--- config.mk ---
export PLATFORM = sky130hd
export DESIGN_NAME = temporal_sampling_stage
export DESIGN_NICKNAME = d
export VERILOG_FILES = /design/src/rtl/tsl_pkg.sv /design/src/rtl/tsl_latch_cell.sv /design/src/rtl/tsl_phase_pair.sv /design/src/rtl/temporal_sampling_stage.sv
export SDC_FILE = /design/constraint.sdc
export NUM_CORES = 1
export LEC_CHECK = 0
export BUFFER_PORTS_ARGS = -buffer_cell sky130_fd_sc_hd__buf_2
export CAP_MARGIN = 20
export CORE_AREA = 2 2 39 41
export DETAILED_ROUTE_END_ITERATION = 7
export DIE_AREA = 0 0 41 43
export GPL_TIMING_DRIVEN = 1
export REMOVE_ABC_BUFFERS = 1
export SLEW_MARGIN = 20
export SYNTH_ARGS = -nofsm -noshare
export SYNTH_HDL_FRONTEND = slang
export SYNTH_HIERARCHICAL = 1
export SYNTH_SLANG_ARGS = --single-unit
--- constraint.sdc ---
create_clock -name clk -period 1.4 [get_ports clk]
set_clock_uncertainty 0.15 [all_clocks]
set_input_delay 0.14 -clock clk [delete_from_list [all_inputs] [get_ports clk]]
set_output_delay 0.14 -clock clk [all_outputs]
set_load 0.02 [all_outputs]
--- src/rtl/tsl_pkg.sv ---
package tsl_pkg;
  localparam int unsigned DEFAULT_PAIRS = 3;
  localparam int unsigned NODES_PER_PAIR = 2;

  function automatic int unsigned lead_idx(input int unsigned k);
    return NODES_PER_PAIR * k;
  endfunction

  function automatic int unsigned trail_idx(input int unsigned k);
    return NODES_PER_PAIR * k + 1;
  endfunction
endpackage

--- src/rtl/tsl_latch_cell.sv ---
module tsl_latch_cell #(
  parameter int unsigned W = 1
) (
  input  logic         clk,
  input  logic         rst_n,
  input  logic         open_i,
  input  logic [W-1:0] d_i,
  output logic [W-1:0] q_o
);
  logic [W-1:0] q_r;
  logic [W-1:0] q_nxt;

  always_comb begin
    q_nxt = q_r;
    if (open_i) q_nxt = d_i;
  end

  always_ff @(posedge clk or negedge rst_n) begin
    if (!rst_n) q_r <= '0;
    else        q_r <= q_nxt;
  end

  assign q_o = q_r;
endmodule

--- src/rtl/tsl_phase_pair.sv ---
module tsl_phase_pair #(
  parameter int unsigned W = 1
) (
  input  logic         clk,
  input  logic         rst_n,
  input  logic         phase_i,
  input  logic [W-1:0] d_i,
  input  logic [W-1:0] flip_lead_i,
  input  logic [W-1:0] flip_trail_i,
  output logic [W-1:0] lead_o,
  output logic [W-1:0] trail_o
);
  logic [W-1:0] lead_q;
  logic [W-1:0] trail_q;
  logic [W-1:0] lead_seen;
  logic         trail_open;

  assign trail_open = ~phase_i;

  tsl_latch_cell #(.W(W)) u_lead (
    .clk    (clk),
    .rst_n  (rst_n),
    .open_i (phase_i),
    .d_i    (d_i),
    .q_o    (lead_q)
  );

  // Upset on the lead node is what the trail latch sees.
  assign lead_seen = lead_q ^ flip_lead_i;

  tsl_latch_cell #(.W(W)) u_trail (
    .clk    (clk),
    .rst_n  (rst_n),
    .open_i (trail_open),
    .d_i    (lead_seen),
    .q_o    (trail_q)
  );

  assign lead_o  = lead_seen;
  assign trail_o = trail_q ^ flip_trail_i;
endmodule

--- src/rtl/temporal_sampling_stage.sv ---
module temporal_sampling_stage
  import tsl_pkg::*;
#(
  parameter int unsigned NUM_PAIRS = DEFAULT_PAIRS
) (
  input  logic                                clk,
  input  logic                                rst_n,
  input  logic                                din,
  input  logic [NUM_PAIRS-1:0]                phase_en,
  input  logic [NODES_PER_PAIR*NUM_PAIRS-1:0] inj_mask,
  output logic [NODES_PER_PAIR*NUM_PAIRS-1:0] node
);
  localparam int unsigned NODE_W = NODES_PER_PAIR * NUM_PAIRS;

  logic [NODE_W-1:0] node_w;

  for (genvar k = 0; k < NUM_PAIRS; k++) begin : g_pair
    localparam int unsigned LI = lead_idx(k);
    localparam int unsigned TI = trail_idx(k);

    tsl_phase_pair #(.W(1)) u_pair (
      .clk          (clk),
      .rst_n        (rst_n),
      .phase_i      (phase_en[k]),
      .d_i          (din),
      .flip_lead_i  (inj_mask[LI]),
      .flip_trail_i (inj_mask[TI]),
      .lead_o       (node_w[LI]),
      .trail_o      (node_w[TI])
    );
  end

  assign node = node_w;
endmodule

* After elaboration in Yosys (flattened, before gate mapping)
Cells that the tools add are included.
** Cells by class
- $lt $le $gt $ge :: 0
- $mul :: 0
- Mux-type cells :: 0
- Add/subtract/negate cells :: 0
- Div/mod/pow operators :: 0
- Reductions and logical operators :: 0
- Bitwise logic cells :: 6
- Equal/unequal tests :: 0
- Shift-type cells :: 0
** Operator list (count)
- 1-bit XOR :: 6
** Storage, ports and cells
- Memories kept :: 0
- Memory bits (writable) :: 0
- Bits in latches :: 0
- ROM bits :: 0
- Register bits after elaboration :: 6
- Input port bits :: 12
- Output and inout port bits :: 6
- Word-level logic and storage cells :: 12

* Depth between registers and ports, before layout
Gate-level depths: netlist of run 1.
- Depth in word-level cells :: 1
- Mapped depth :: 2
- Depth with buffers taken out :: 2

* Cells and area by module
The synthesis of run 1 kept the hierarchy.
** By module, submodules not included
- tsl_latch_cell :: area an instance 40.0 µm², times used 6, cells each 2
- tsl_phase_pair :: area an instance 21.3 µm², times used 3, cells each 3

* Worst setup path after synthesis of run 1
OpenSTA, ideal clock, no wires.
- Path type :: register to register
- Start :: register g_pair[0].u_pair.u_lead.q_r
- End :: register g_pair[0].u_pair.u_trail.q_r
- Slack :: 204 ps
- Arrival :: 979 ps
- Data required time :: 1184 ps
- Setup time :: 66 ps
- Period minus slack after synthesis :: 1196 ps
- Stages on the path, launching flop included :: 3
- Cells stage by stage :: dfrtp_1 xor2_1 mux2_4
** On the way
- Longest elaborated chain between the ends :: 1
** RTL lines
- start: declaration :: line tsl_latch_cell.sv:10 : logic [W-1:0] q_r;
- start signal: assignment :: line tsl_latch_cell.sv:20 : else q_r <= q_nxt;
- 1-bit XOR :: line tsl_phase_pair.sv:29 : assign lead_seen = lead_q ^ flip_lead_i;
- named net node[0] :: line temporal_sampling_stage.sv:11 : output logic [NODES_PER_PAIR*NUM_PAIRS-1:0] node
- end signal: assignment :: line tsl_latch_cell.sv:20
- end: declaration :: line tsl_latch_cell.sv:10
The timed path passes the listed nets, and every way through them passes these cells.
A chain may end at the register's enable or synchronous reset.

* Worst setup path in the final report of run 1
- Start :: register g_pair[2].u_pair.u_lead.q_r
- End :: output port node[4]
** On the way
- Longest elaborated chain between the ends :: 1
** RTL lines (line)
- start: declaration :: tsl_latch_cell.sv:10
- start signal: assignment :: tsl_latch_cell.sv:20
- 1-bit XOR :: tsl_phase_pair.sv:29
- end: declaration :: temporal_sampling_stage.sv:11
Every way passes these cells.

==> results of run 1 <==
==> critical path, stage by stage (launching register included) <==
cell	delay (ns)
dfrtp_1	0.38
xor2_1	0.18
buf_2	0.20
==> cell type report <==
type,instances,area (um^2)
clock buffer,3,22.5
fill,146,942
inverter,3,11.3
multi-input combinational,12,143
sequential,6,150
tap,16,20.0
timing repair buffer,18,95.1
==> sequential cells by signal, indices dropped and copies added, names as in the netlist <==
signal and flops:
g_pair.u_pair/u_lead/q_o 3, g_pair.u_pair/u_trail/q_o 3
==> per-layer routing <==
layer	routed length (um)	share of wire
met5	0	0
met4	0	0
met3	72	0.13
met2	216	0.40
met1	249	0.46
==> worst paths after layout <==
kind / end / slack [ns]
hold reg to reg: g_pair[2].u_pair/u_lead/q_o$_DFFE_PN0P_ / 0.38
max in group asynchronous: g_pair[1].u_pair/u_lead/q_o$_DFFE_PN0P_ / 0.85
hold / removal: g_pair[0].u_pair/u_lead/q_o$_DFFE_PN0P_ / 0.02
setup reg to reg: g_pair[0].u_pair/u_trail/q_o$_DFFE_PN0P_ / 0.34
setup / recovery: node[4] / 0.11
min in group asynchronous: g_pair[2].u_pair/u_trail/q_o$_DFFE_PN0P_ / 0.10
==> power by group <==
part	internal [uW]	switching [uW]
combinational	85.9	86.5
clock	97.0	62.7
sequential	200	17.7
==> placed cells by master (no fill, tap or decap) <==
| cell type | netlist | routed |
|---|---|---|
| buf_2 | 0 | 17 |
| clkbuf_4 | 0 | 3 |
| dfrtp_1 | 6 | 6 |
| dlygate4sd3_1 | 0 | 1 |
| inv_1 | 3 | 3 |
| mux2_4 | 6 | 6 |
| xor2_1 | 6 | 6 |
==> stage by stage <==
step	setup slack (ns)	instances	power [uW]	area, um^2
6_report	0.115	58	550	442
5_1_grt	0.0370	58	591	442
4_1_cts	0.101	58	559	442
3_5_place_dp	0.345	54	394	409
3_3_place_gp	0.340	54	391	409
2_1_floorplan	0.204	21	331	304
==> cell families (layout without fill, tap and decap cells) <==
| kind of cell | count (synthesis) | count (layout) | synth area share |
|---|---|---|---|
| flip-flops | 6 | 6 | 0.494 |
| buffers and inverters | 3 | 24 | 0.0370 |
| multiplexers | 6 | 6 | 0.296 |
| XOR/XNOR | 6 | 6 | 0.173 |
==> out/results.txt, run 1 <==
commonest cells in the netlist - dfrtp_1, mux2_4, xor2_1
Routed Antenna Nets - 0
global placer's final weighted congestion - 0.592
setup TNS - 0 ns
gr busiest metal - met1
Synth Register Bits - 6
CTS clk-pin slew, worst paths - 0.05 ns
setup violators final - 0
number of global-route vias before repair - 199
Die Ht - 43 um
clk_lat worst skew - 0.24 ns
R2R depth - 2
final hold slack - 0.0226 ns
mean number of vias per cell - 3.76
DRT iter0 DRCs - 0
Worst Path Arrival - 1.00 ns
layout cells sized above 1 - 0.619
critical path class - reg -> out
VDD IR-drop max - 292 uV
Vias - 218
nets - 56
antenna violations before repair - 0
Synth async-reset ratio - 1.00
largest net degree at the start of global routing - 7
Seq/Total Area, Yosys - 0.494
Remaining DRCs - 0
critical path required time - 1.11 ns
Pre-antenna DRT Iters - 1
relative slew slack - 0.885
post-CTS resize count - 0
H-tree lvl count - 1
Synth area leaders - dfrtp_1, mux2_4, xor2_1
Longest Clk Path Bufs - 2
Yosys warnings - 6
power per cell area - 1250 nW/um^2
core area - 1380 um^2
met3 usage - 0.0471
part of the cycle the worst path needs - 0.918
Synth area leader - dfrtp_1
actual slew at the worst max-slew pin - 0.171 ns
die area - 1760 um^2
Total GRT Usage - 0.0766
Achievable Freq - 778 MHz
Final Max Slew Viols - 0
Final Hold Viols - 0
Die W - 41 um
syn avg cell area - 14.5 um^2
Top FF cell, synth - dfrtp_1
Total Routed Length - 538 um
starting density of the core - 0.220
RSZ-0062 raised after global routing - false
Synth Instances - 21
I/O Pins - 18
met2 GRT Util - 0.0781
grt ovf - 0
Mapped Area - 304 um^2
clock root buffer - clkbuf_4
post-CTS setup buffer count - 0
leakage power - 0.000246 uW
hold path start - din
port bufs - 17
met1 GRT Util - 0.0977
Post-synth EDFFs - 0
status - finished, final reports clean
first-pass GRT wire length - 793 um
worst hold path class - in -> reg
Layout area overhead - 45.3%
crit start category - flip-flop
Period minus WS final - 1.29 ns
clk sinks - 6
Rows - 14
critical path endpoint category - output port
reg2reg start - g_pair[0].u_pair/u_lead/q_o$_DFFE_PN0P_
top cell type's share of synthesized area - 0.494
Routed WL per cell - 9.28 um
CP startpoint - g_pair[2].u_pair/u_lead/q_o$_DFFE_PN0P_
Max-cap violations - 0
hold path depth - 2
synth unique cells - 4
CTS buffer count - 3
cts hold-fix bufs - 1
ant diodes - 0
CTS tree - done
crit-path max FO - 2
fin util - 0.319
Power figures use the tool's default switching activity.
==> run 2, diff against run 1 <==
--- a/config.mk
+++ b/config.mk
@@ -5,6 +5,7 @@
 export SDC_FILE = /design/constraint.sdc
 export NUM_CORES = 1
 export LEC_CHECK = 0
+export ABC_AREA = 1
 export BUFFER_PORTS_ARGS = -buffer_cell sky130_fd_sc_hd__buf_2
 export CAP_MARGIN = 20
 export CORE_AREA = 2 2 39 41
==> constraint.sdc (replaced) <==
create_clock -name clk -period 1.4 [get_ports clk]
set_clock_uncertainty 0.15 [all_clocks]
set_input_delay 0.07 -clock clk [delete_from_list [all_inputs] [get_ports clk]]
set_output_delay 0.07 -clock clk [all_outputs]
set_load 0.02 [all_outputs]
==> run 2 against run 1 <==
Clock-buffer cell count stayed put. Core utilization grew 7.2 points. Critical path type unchanged. Maximum frequency grew 9.5%. Largest cell class unchanged. Sequential cell count unchanged.
==> out/results.txt, run 2 <==
worst hold path class - in -> reg
DRT iter0 DRCs - 6
Seq/Total Area, Yosys - 0.412
Post-Synth Simple-Gate Area - 0.371
status - finished, final reports clean
largest family of logic cells by synthesized area - simple AND/OR/NAND/NOR gates
Post-synth EDFFs - 0
Worst Path Arrival - 0.95 ns
post-CTS resize count - 0
top cell type's share of synthesized area - 0.412
FF-to-FF End - g_pair[2].u_pair/u_trail/q_o$_DFFE_PN0P_
placed cell count - 96
setup violators final - 0
Die W - 41 um
CTS clk-pin slew, worst paths - 0.04 ns
Total GRT Usage - 0.109
crit-path max FO - 3
HPWL after detailed placement - 535 um
ant diodes - 0
Max-cap violations - 0
nets - 102
Hold Path End - g_pair[0].u_pair/u_trail/q_o$_DFFE_PN0P_
synth unique cells - 3
clk sinks - 6
multiplexer share of the synthesized area - 0
placed instance area - 469 um^2
Achievable Freq - 852 MHz
Yosys warnings - 6
Top FF cell, synth - dfrtp_1
Remaining DRCs - 0
Pre-antenna DRT Iters - 3
mean number of vias per cell - 3.76
Synth Instances - 63
VDD IR-drop max - 385 uV
critical path endpoint category - output port
Routed Antenna Nets - 0
I/O Pins - 18
Final Hold Viols - 0
R2R depth - 5
relative slew slack - 0.902
CTS tree - done
part of the cycle the worst path needs - 0.838
core area - 1380 um^2
largest net degree at the start of global routing - 7
Synth area leaders - dfrtp_1, nand2_1, inv_1
leading cell type in the layout, fill and taps excluded - nand2_1
commonest cells in the netlist - nand2_1, inv_1, dfrtp_1
layout cells sized above 1 - 0.227
Synth async-reset ratio - 1.00
RSZ-0062 raised after global routing - false
Die Ht - 43 um
cell with the most instances after synthesis - nand2_1
complex-gate fraction of the synthesized area - 0
clk_lat worst skew - 0.24 ns
Final Max Slew Viols - 0
H-tree lvl count - 1
first-pass GRT wire length - 1240 um
leakage power - 0.000385 uW
Synth Area in XOR/XNOR - 0
Longest Clk Path Bufs - 2
Routed WL per cell - 6.69 um
CP startpoint - g_pair[2].u_pair/u_lead/q_o$_DFFE_PN0P_
critical path class - reg -> out
grt ovf - 0
global placer's final weighted congestion - 0.680
hold path start - inj_mask[0]
design area - 542 um^2
number of global-route vias before repair - 355
Synth area leader - dfrtp_1
syn avg cell area - 5.78 um^2
crit start category - flip-flop
Period minus WS final - 1.17 ns
Rows - 14
setup TNS - 0 ns
fin util - 0.392
die area - 1760 um^2
highest-count cells in the layout ignoring fill and taps - nand2_1, inv_1, buf_2
Layout area overhead - 48.8%
area share of fa/ha/maj cells after synthesis - 0
post-CTS setup buffer count - 0
Total Routed Length - 696 um
CTS buffer count - 3
actual slew at the worst max-slew pin - 0.147 ns
hold path depth - 5
Mapped Area - 364 um^2
Non-Filler Instances - 104
antenna violations before repair - 0
clock root buffer - clkbuf_4
Synth Register Bits - 6
reg2reg start - g_pair[2].u_pair/u_lead/q_o$_DFFE_PN0P_
port bufs - 17
starting density of the core - 0.263
Vias - 391
reg2reg setup slack - 0.52 ns
critical path required time - 1.18 ns
power per cell area - 913 nW/um^2
==> run 2: cell count changes in the layout (fill, tap and decap cells not counted) <==
| cell | delta |
|---|---|
| xor2_1 | -6 |
| dlygate4sd3_1 | +4 |
| nand2_1 | +36 |
| mux2_4 | -6 |
| inv_1 | +18 |
==> run 2: area by class of cell <==
| cell class | count | area [um^2] |
|---|---|---|
| inverters | 21 | 78.8 |
| multi-input cells | 36 | 135 |
| clock buffers | 3 | 22.5 |
| well taps | 16 | 20.0 |
| flip-flops and latches | 6 | 150 |
| fillers | 148 | 842 |
| repair buffers | 22 | 135 |
==> run 2: how the worst max path moves through the flow <==
stage	end	cells after the start
after global placement	node[4]	4
final	node[4]	4
after global routing	node[0]	4
after floorplan	g_pair[0].u_pair/u_trail/q_o$_DFFE_PN0P_	4
after CTS	g_pair[2].u_pair/u_lead/q_o$_DFFE_PN0P_	5
after detailed placement	node[4]	4
==> run 2: per-layer routing <==
layer / share of wire / up-vias / global-route usage / routed length, um
li1: - / 224 / - / -
met1: 0.46 / 156 / 0.105 / 317
met2: 0.46 / 11 / 0.172 / 320
met3: 0.083 / 0 / 0.0471 / 58
met4: 0 / 0 / 0.0800 / 0
met5: 0 / - / 0 / 0
==> run 2: cells by family (layout without fill, tap and decap cells) <==
logic type             Yosys count  in the layout
and+or+nand+nor                 36             36
buffers and inverters           21             46
DFF                              6              6
==> run 2: repair_timing <==
item	CTS	global route
hold endpoints to repair	12	0
hold buffers	6	0
endpoints found under the setup margin	0	1
==> run 2: metrics by stage <==
stage	power (uW)	setup slack (ns)	hold WS, ns
3_5_place_dp	333	0.472	-0.247
6_report	495	0.227	0.0167
2_1_floorplan	284	0.429	-0.376
4_1_cts	511	0.0197	0.00744
5_1_grt	546	0.123	0.0493
3_3_place_gp	330	0.471	-0.248
==> run 2: power by group <==
part | switching [uW] | total (uW) | internal (uW)
Sequential | 12.5 | 205 | 193
Combinational | 77.7 | 135 | 56.9
Clock | 58.1 | 155 | 96.7
==> run 2: critical path, stage by stage (launching register included) <==
cell     delay (ns)
dfrtp_1        0.39
inv_1          0.06
nand2_1        0.04
nand2_1        0.07
buf_2          0.16
==> run 3, diff against run 2 <==
==> constraint.sdc (replaced) <==
create_clock -name clk -period 1.2 [get_ports clk]
set_clock_uncertainty 0.15 [all_clocks]
set_input_delay 0.06 -clock clk [delete_from_list [all_inputs] [get_ports clk]]
set_output_delay 0.06 -clock clk [all_outputs]
set_load 0.02 [all_outputs]
==> run 3 against run 2 <==
Worst setup slack got worse by 0.17 ns. Cell area rose by 9.0%. Die area did not move. Core utilization rose by 3.5 points. Wire length rose by 13%. First-iteration DRC count did not move. Clock power rose by 17%. Power rose by 25%. Clock-buffer cell count did not move. Sequential power rose by 17%. Sequential cell count did not move.
==> out/results.txt, run 3 (synthesis gave the netlist of run 2 again) <==
layout cells sized above 1 - 0.300
critical path required time - 0.99 ns
clk_lat worst skew - 0.24 ns
ant diodes - 0
I/O Pins - 18
Place WS - 0.282 ns
design area - 591 um^2
part of the cycle the worst path needs - 0.954
status - finished, final reports clean
Max-cap violations - 0
clock root buffer - clkbuf_4
H-tree lvl count - 1
relative slew slack - 0.902
first-pass GRT wire length - 1190 um
highest-count cells in the layout ignoring fill and taps - nand2_1, inv_1, buf_2
global placer's final weighted congestion - 0.680
die area - 1760 um^2
Remaining DRCs - 0
crit-path max FO - 3
setup TNS - 0 ns
clk sinks - 6
Non-Filler Instances - 106
grt ovf - 0
actual slew at the worst max-slew pin - 0.148 ns
Vias - 406
antenna violations before repair - 0
nets - 104
critical path endpoint category - output port
CTS tree - done
Total Routed Length - 783 um
largest net degree at the start of global routing - 7
Worst Path Arrival - 0.93 ns
VDD IR-drop max - 451 uV
Worst Setup Slack, final - 0.0558 ns
leakage power - 0.000402 uW
DRT iter0 DRCs - 6
Period minus WS final - 1.14 ns
Pre-antenna DRT Iters - 3
Die Ht - 43 um
Rows - 14
CTS clk-pin slew, worst paths - 0.04 ns
Die W - 41 um
fin util - 0.427
Final Hold Viols - 0
Longest Clk Path Bufs - 2
CTS buffer count - 3
placed instance area - 469 um^2
setup violators final - 0
worst hold path class - in -> async
port bufs - 17
fill count - 151
Total GRT Usage - 0.106
number of global-route vias before repair - 343
critical path class - reg -> out
Routed WL per cell - 7.39 um
Achievable Freq - 874 MHz
Layout area overhead - 62.2%
HPWL after detailed placement - 535 um
mean number of vias per cell - 3.83
Routed Antenna Nets - 0
placed cell count - 96
Final Max Slew Viols - 0
core area - 1380 um^2
power per cell area - 1040 nW/um^2
starting density of the core - 0.263
crit start category - flip-flop
leading cell type in the layout, fill and taps excluded - nand2_1
==> run 3: cell count changes in the layout (fill, tap and decap cells not counted) <==
cell	delta
buf_6	+3
buf_2	-5
inv_1	-1
inv_2	+1
nand2_1	-4
buf_4	+4
nand2_2	+4
==> run 3: worst paths after layout <==
kind,endpoint,slack [ns],from,cells past startpoint
max in group asynchronous,g_pair[1].u_pair/u_trail/q_o$_DFFE_PN0P_,0.73,rst_n,2
worst max register to register,g_pair[1].u_pair/u_trail/q_o$_DFFE_PN0P_,0.28,g_pair[1].u_pair/u_lead/q_o$_DFFE_PN0P_,4
min in group clk,g_pair[0].u_pair/u_trail/q_o$_DFFE_PN0P_,0.02,inj_mask[0],5
worst min register to register,g_pair[1].u_pair/u_trail/q_o$_DFFE_PN0P_,0.34,g_pair[1].u_pair/u_trail/q_o$_DFFE_PN0P_,2
worst max-delay path,node[2],0.06,g_pair[1].u_pair/u_lead/q_o$_DFFE_PN0P_,4
worst min-delay path,g_pair[0].u_pair/u_trail/q_o$_DFFE_PN0P_,0.02,rst_n,2
==> run 3: stage by stage <==
stage	hold WS (ns)	total power (uW)
finish	0.0214	616
CTS	-0.00256	594
global placement	-0.258	385
global route	0.0393	674
detailed placement	-0.257	389
floorplan	-0.386	331
==> run 3: repair_timing <==
item                                    4_1_cts  5_1_grt
endpoints found under the setup margin        0        5
hold endpoints to repair                     12        0
buffers inserted                              0        2
hold buffers                                  5        0
resized for setup                             0       13
==> run 3: final cells by class <==
type / count / area (um^2) / share of cell area
inverters: 21 / 78.8 / 0.133
clock buffers: 3 / 22.5 / 0.0381
multi-input cells: 36 / 145 / 0.246
flip-flops and latches: 6 / 150 / 0.254
well taps: 16 / 20.0 / 0.0339
repair buffers: 24 / 174 / 0.294
==> run 3: worst max-delay path: stages, from the launching register on <==
cell     delay, ns
dfrtp_1       0.38
inv_1         0.06
nand2_1       0.06
nand2_2       0.09
buf_6         0.12
==> run 3: layer usage <==
metal  GRT usage  part of all wire  vias to the layer above
li1            -                 -                      227
met4      0.0800                 0                        0
met3      0.0471             0.069                        0
met5           0                 0                        -
met2       0.166              0.53                       11
met1       0.101              0.40                      168
==> run 3: report_power, final <==
group          switching, uW  leakage (uW)  total (uW)  internal (uW)
combinational            101      0.000314         196           94.5
clock                   68.0     0.0000138         181            113
sequential              15.1     0.0000737         240            225
